[src/rtl/scl_gen_pkg.sv]
package scl_gen_pkg;

    typedef enum logic [1:0] {
        PH_OFF  = 2'd0,
        PH_HOLD = 2'd1,
        PH_LOW  = 2'd2,
        PH_HIGH = 2'd3
    } scl_phase_e;

    localparam int NUM_CNT_REGS = 4;
    localparam logic [1:0] ADDR_STD_HIGH  = 2'd0;
    localparam logic [1:0] ADDR_STD_LOW   = 2'd1;
    localparam logic [1:0] ADDR_FAST_HIGH = 2'd2;
    localparam logic [1:0] ADDR_FAST_LOW  = 2'd3;

    localparam int HOLD_EXTRA = 3;
    localparam int HIGH_EXTRA = 8;
    localparam int LOW_EXTRA  = 1;

endpackage

[src/rtl/scl_count_regs.sv]
module scl_count_regs #(
    parameter int              CNT_W          = 16,
    parameter logic [CNT_W-1:0] DEF_STD_HIGH  = 20,
    parameter logic [CNT_W-1:0] DEF_STD_LOW   = 27,
    parameter logic [CNT_W-1:0] DEF_FAST_HIGH = 3,
    parameter logic [CNT_W-1:0] DEF_FAST_LOW  = 9
) (
    input  logic             clk,
    input  logic             rst_n,
    input  logic             enable,
    input  logic             wr_en,
    input  logic [1:0]       wr_addr,
    input  logic [CNT_W-1:0] wr_data,
    output logic [CNT_W-1:0] std_high,
    output logic [CNT_W-1:0] std_low,
    output logic [CNT_W-1:0] fast_high,
    output logic [CNT_W-1:0] fast_low
);
    import scl_gen_pkg::*;

    localparam logic [CNT_W-1:0] DEFS [NUM_CNT_REGS] =
        '{DEF_STD_HIGH, DEF_STD_LOW, DEF_FAST_HIGH, DEF_FAST_LOW};

    logic [CNT_W-1:0] bank [NUM_CNT_REGS];
    logic             wr_ok;

    // Writes are locked while the controller runs
    assign wr_ok = wr_en && !enable;

    for (genvar i = 0; i < NUM_CNT_REGS; i++) begin : g_reg
        always_ff @(posedge clk or negedge rst_n) begin
            if (!rst_n)
                bank[i] <= DEFS[i];
            else if (wr_ok && (wr_addr == 2'(i)))
                bank[i] <= wr_data;
        end
    end

    assign std_high  = bank[ADDR_STD_HIGH];
    assign std_low   = bank[ADDR_STD_LOW];
    assign fast_high = bank[ADDR_FAST_HIGH];
    assign fast_low  = bank[ADDR_FAST_LOW];

endmodule

[src/rtl/scl_phase_fsm.sv]
module scl_phase_fsm #(
    parameter int CNT_W = 16
) (
    input  logic             clk,
    input  logic             rst_n,
    input  logic             enable,
    input  logic             fast_sel,
    input  logic [CNT_W-1:0] std_high,
    input  logic [CNT_W-1:0] std_low,
    input  logic [CNT_W-1:0] fast_high,
    input  logic [CNT_W-1:0] fast_low,
    output logic             scl_out,
    output logic             bit_strobe,
    output logic             start_strobe
);
    import scl_gen_pkg::*;

    localparam int TW = CNT_W + 4;

    scl_phase_e       state_q, state_d;
    logic [TW-1:0]    cnt_q, cnt_d, limit_q, limit_d;
    logic             fall_q, fall_d, start_q, start_d;
    logic [TW-1:0]    high_sel, low_sel;
    logic [TW-1:0]    hold_lim, high_lim, low_lim;
    logic             phase_end;

    assign high_sel  = TW'(fast_sel ? fast_high : std_high);
    assign low_sel   = TW'(fast_sel ? fast_low  : std_low);
    assign hold_lim  = high_sel + TW'(HOLD_EXTRA - 1);
    assign high_lim  = high_sel + TW'(HIGH_EXTRA - 1);
    assign low_lim   = low_sel  + TW'(LOW_EXTRA - 1);
    assign phase_end = (cnt_q == limit_q);

    // Next state and phase counter
    always_comb begin
        state_d = state_q;
        cnt_d   = cnt_q + TW'(1);
        limit_d = limit_q;
        fall_d  = 1'b0;
        start_d = 1'b0;
        if (!enable) begin
            state_d = PH_OFF;
            cnt_d   = '0;
            limit_d = '0;
        end else begin
            unique case (state_q)
                PH_OFF: begin
                    state_d = PH_HOLD;
                    cnt_d   = '0;
                    limit_d = hold_lim;
                end
                PH_HOLD: begin
                    if (phase_end) begin
                        state_d = PH_LOW;
                        cnt_d   = '0;
                        limit_d = low_lim;
                        fall_d  = 1'b1;
                        start_d = 1'b1;
                    end
                end
                PH_LOW: begin
                    if (phase_end) begin
                        state_d = PH_HIGH;
                        cnt_d   = '0;
                        limit_d = high_lim;
                    end
                end
                PH_HIGH: begin
                    if (phase_end) begin
                        state_d = PH_LOW;
                        cnt_d   = '0;
                        limit_d = low_lim;
                        fall_d  = 1'b1;
                    end
                end
                default: begin
                    state_d = PH_OFF;
                    cnt_d   = '0;
                end
            endcase
        end
    end

    // State register
    always_ff @(posedge clk or negedge rst_n) begin
        if (!rst_n) begin
            state_q <= PH_OFF;
            cnt_q   <= '0;
            limit_q <= '0;
            fall_q  <= 1'b0;
            start_q <= 1'b0;
        end else begin
            state_q <= state_d;
            cnt_q   <= cnt_d;
            limit_q <= limit_d;
            fall_q  <= fall_d;
            start_q <= start_d;
        end
    end

    // Outputs
    always_comb begin
        scl_out      = (state_q != PH_LOW);
        bit_strobe   = fall_q;
        start_strobe = start_q;
    end

endmodule

[src/rtl/scl_period_gen.sv]
module scl_period_gen #(
    parameter int               CNT_W         = 16,
    parameter logic [CNT_W-1:0] DEF_STD_HIGH  = 20,
    parameter logic [CNT_W-1:0] DEF_STD_LOW   = 27,
    parameter logic [CNT_W-1:0] DEF_FAST_HIGH = 3,
    parameter logic [CNT_W-1:0] DEF_FAST_LOW  = 9
) (
    input  logic             clk,
    input  logic             rst_n,
    input  logic             enable,
    input  logic             fast_sel,
    input  logic             wr_en,
    input  logic [1:0]       wr_addr,
    input  logic [CNT_W-1:0] wr_data,
    output logic             scl_out,
    output logic             bit_strobe,
    output logic             start_strobe
);
    logic [CNT_W-1:0] std_high, std_low, fast_high, fast_low;

    scl_count_regs #(
        .CNT_W(CNT_W), .DEF_STD_HIGH(DEF_STD_HIGH), .DEF_STD_LOW(DEF_STD_LOW),
        .DEF_FAST_HIGH(DEF_FAST_HIGH), .DEF_FAST_LOW(DEF_FAST_LOW)
    ) i_regs (
        .clk(clk), .rst_n(rst_n), .enable(enable), .wr_en(wr_en),
        .wr_addr(wr_addr), .wr_data(wr_data),
        .std_high(std_high), .std_low(std_low),
        .fast_high(fast_high), .fast_low(fast_low)
    );

    scl_phase_fsm #(.CNT_W(CNT_W)) i_fsm (
        .clk(clk), .rst_n(rst_n), .enable(enable), .fast_sel(fast_sel),
        .std_high(std_high), .std_low(std_low),
        .fast_high(fast_high), .fast_low(fast_low),
        .scl_out(scl_out), .bit_strobe(bit_strobe), .start_strobe(start_strobe)
    );

endmodule

[config.mk]
export PLATFORM = sky130hd
export DESIGN_NAME = scl_period_gen
export DESIGN_NICKNAME = d
export VERILOG_FILES = /design/src/rtl/scl_gen_pkg.sv /design/src/rtl/scl_count_regs.sv /design/src/rtl/scl_phase_fsm.sv /design/src/rtl/scl_period_gen.sv
export SDC_FILE = /design/constraint.sdc
export NUM_CORES = 1
export LEC_CHECK = 0
export BUFFER_PORTS_ARGS = -buffer_cell sky130_fd_sc_hd__buf_2
export CORE_MARGIN = 4
export CORE_UTILIZATION = 65
export CTS_CLUSTER_DIAMETER = 200
export DETAILED_ROUTE_END_ITERATION = 7
export GPL_TIMING_DRIVEN = 0
export MAX_ROUTING_LAYER = met4
export PLACE_DENSITY = 0.84
export SLEW_MARGIN = 5
export SYNTH_ARGS = -nofsm -noshare
export SYNTH_HDL_FRONTEND = slang
export SYNTH_SLANG_ARGS = --single-unit
[constraint.sdc]
create_clock -name clk -period 6.6 [get_ports clk]
set_clock_uncertainty 0.2 [all_clocks]
set_input_delay 0.66 -clock clk [delete_from_list [all_inputs] [get_ports clk]]
set_output_delay 0.66 -clock clk [all_outputs]
set_load 0.01 [all_outputs]
==> flow_metrics.tcl <==
set metrics [dict create \
    outcome "finished, final reports clean" \
    drt_pass1_iterations 7 \
    place_congestion 0.921 \
    setup_viol 0 \
    synth_edf_count 0 \
    fin_util 0.728 \
    min_period_ns 3.26 \
    avgSynthCellArea_um2 11.1 \
    cts_root_buf "clkbuf_8" \
    critical_path.most_common_cell "buf_2" \
    placed_area_um2 5760 \
    drv_slew 0 \
    grt_max_degree 55 \
    cts_buffer_depth 2 \
    routedWlPerCell_um 19.0 \
    synth_cell_types 49 \
    cts_tree "done" \
    required_ns 6.65 \
    cts_setup_buffers 0 \
    synth_warnings 0 \
    grt_pass1_wl_um 20400 \
    instances_no_fill 639 \
    nets 557 \
    ant_nets 0 \
    ys_async_sr_fraction 1.00 \
    drive_gt1_frac 0.257 \
    core_um2 8220 \
    place_ws_ns 3.01 \
    tns_ns 0 \
    cts.clk_slew.worst_paths_ns 0.09 \
    yosysTopAreaCell "dfrtp_1" \
    p_per_area_nw_per_um2 297 \
    dr_total_vias 3958 \
    p_leak_nw 2.66 \
    io_pins 26 \
    cts_inserted_buffers 9 \
    via_per_inst 6.19 \
    r2r-start "i_regs.std_high[1]$_DFFE_PN0P_" \
    grtUsageTotal 0.268 \
    crit_family "buffers and inverters" \
    slowest_delay_ns 0.46 \
    ys.flop_type "dfrtp_1" \
    dp.cells 623 \
    place_hpwl_um 8970 \
    netlist.area_leader.share 0.434 \
    die_w_um 99.8 \
    drc 0 \
    slew-limit-headroom 0.542 \
    drtIter0Drc 179 \
    antenna_found_initial 0 \
    grt_pass1_vias 4084 \
    tightest_slew_ns 0.688 \
    crit_chain "buf_4 > buf_2 > buf_2 > mux2_2 > inv_1 > ha_1 > nand2_1 > o211ai_1 > nand3_1 > xnor2_1 > o21ai_0 > a22o_1" \
    synth.most_common_cell "dfrtp_1" \
    diodes 0 \
    min_path_type "in -> async" \
    ff2ff_path_depth 9 \
    fp.dieH_um 99.8 \
    clkLatencyLatePin_ns 0.37 \
    hold_buffers 0 \
    postSynthNetCount 522 \
    die-area_um2 9970 \
    slowest_stage "o211ai_1" \
    worstSetupPathType "in -> reg" \
    clock.fmax_ghz 0.307 \
    syn_inst 494 \
    cp-start-kind "primary input" \
    synth_area_um2 5480 \
    portBuffers 23 \
    whs_ns 0.130 \
    clock-sinks 105 \
    rsz0062_at_grt "no" \
    fin_total_pwr_mw 1.77 \
    hold_viol_final 0 \
    crit_fanout 10 \
    crit_cells 12 \
    cap_violations 0 \
    critPathBufInv 4 \
    final_area_um2 5980 \
    wl_um 12200 \
    rr_endpoint "i_fsm.limit_q[9]$_DFFE_PN0P_" \
    r2r_slack_ns 4.06 \
    synth.top_cells.by_area "dfrtp_1 (43%), mux2_2 (14%), xor2_1 (5.8%)" \
    end_kind "flop" \
    gr-total-overflow 0 \
    cts_resized 0 \
    min_period_over_period 0.494 \
    peakVddDrop_uv 187 \
    yosys-top-cells-count "dfrtp_1 (95), mux2_2 (70), nand2_1 (48)" \
    htreeDepth 3 \
    ys_seq_elements 105 \
    setup_slack_ns 3.34 \
    worstPathArrival_ns 3.31 \
    ys_seq_area_frac 0.482 \
    areaGrowthSynthToFinish_pct 9.06 \
    start_util 0.667 \
    core.rowCount 33 \
]
area by class of cell:
cell class	count	area, um^2
buffer	23	121
clock buffer	10	128
clock inverter	6	92.6
fill	595	2240
inverter	8	30.0
multi-input combinational	358	2690
sequential	105	2640
tap	105	131
timing repair buffer	24	145
metal layers:
| metal | up-vias | track usage | wire length (um) |
|---|---|---|---|
| met5 | - | - | 0 |
| met4 | 0 | 0.0735 | 172 |
| met3 | 16 | 0.0486 | 563 |
| met2 | 119 | 0.446 | 6210 |
| met1 | 1995 | 0.340 | 5230 |
| li1 | 1828 | - | - |
worst max-delay path by stage:
stage,startpoint,to,slack (ns)
after global routing,fast_sel,i_fsm.limit_q[13]$_DFFE_PN0P_,3.20
after detailed placement,fast_sel,i_fsm.limit_q[9]$_DFFE_PN0P_,3.01
final,fast_sel,i_fsm.limit_q[9]$_DFFE_PN0P_,3.34
after floorplan,fast_sel,i_fsm.limit_q[9]$_DFFE_PN0P_,3.55
after global placement,fast_sel,i_fsm.limit_q[15]$_DFFE_PN0P_,3.10
after CTS,fast_sel,i_fsm.limit_q[9]$_DFFE_PN0P_,3.42
layout by cell type, fill, tap and decap left out, types with 4 or more instances in the layout:
cell       netlist  layout
mux2i_1         25      25
o21ai_0         21      21
nand3_1         25      25
buf_2           10      32
nor2_1          32      32
and3_1           4       4
inv_1            7       7
nand2_1         48      48
clkbuf_8         0       9
and2_1           4       4
nor4_1           4       4
xor2_1          36      36
nand3b_1         7       7
mux2_2          70      70
clkbuf_1         9      10
nand4_1          9       9
nor3_1           6       6
o2111ai_1        4       4
ha_1             5       5
xnor2_1         13      13
a21oi_1          6       6
dfstp_2         10      10
dfrtp_1         95      95
sequential cells by signal, indices dropped and copies added (netlist names):
name                flops
i_fsm.bit_strobe        1
i_fsm.cnt_q            20
i_fsm.limit_q          17
i_fsm.start_strobe      1
i_fsm.state_q           2
i_regs.fast_high       16
i_regs.fast_low        16
i_regs.std_high        16
i_regs.std_low         16
kinds of logic (layout without fill, tap and decap cells):
kind of cell               after synthesis  in the layout  share of synthesized area
and+or+nand+nor                        150            150                      0.136
DFF                                    105            105                      0.482
muxes                                   96             96                      0.194
AOI/OAI and AO/OA                       58             58                     0.0719
xor gates and xnor gates                49             49                     0.0783
buffers and inverters                   31             71                     0.0276
adders and majority gates                5              5                     0.0114
worst reg2reg max path, delay by kind of cell (launching register included):
family | cells | cell delay [ns]
AO/OA/AOI/OAI | 3 | 0.81
buffers and inverters | 1 | 0.11
flip-flops | 1 | 0.41
multiplexers | 1 | 0.31
AND/OR/NAND/NOR | 2 | 0.21
adder cells (fa/ha/maj) | 1 | 0.17
XOR/XNOR | 1 | 0.22
report_power, final:
group	internal, mW	leakage [nW]	switching, mW	total, mW
clock network	0.215	0.103	0.215	0.430
logic	0.210	1.24	0.262	0.472
registers	0.774	1.31	0.0976	0.872
(Power assumes the default switching activity.)
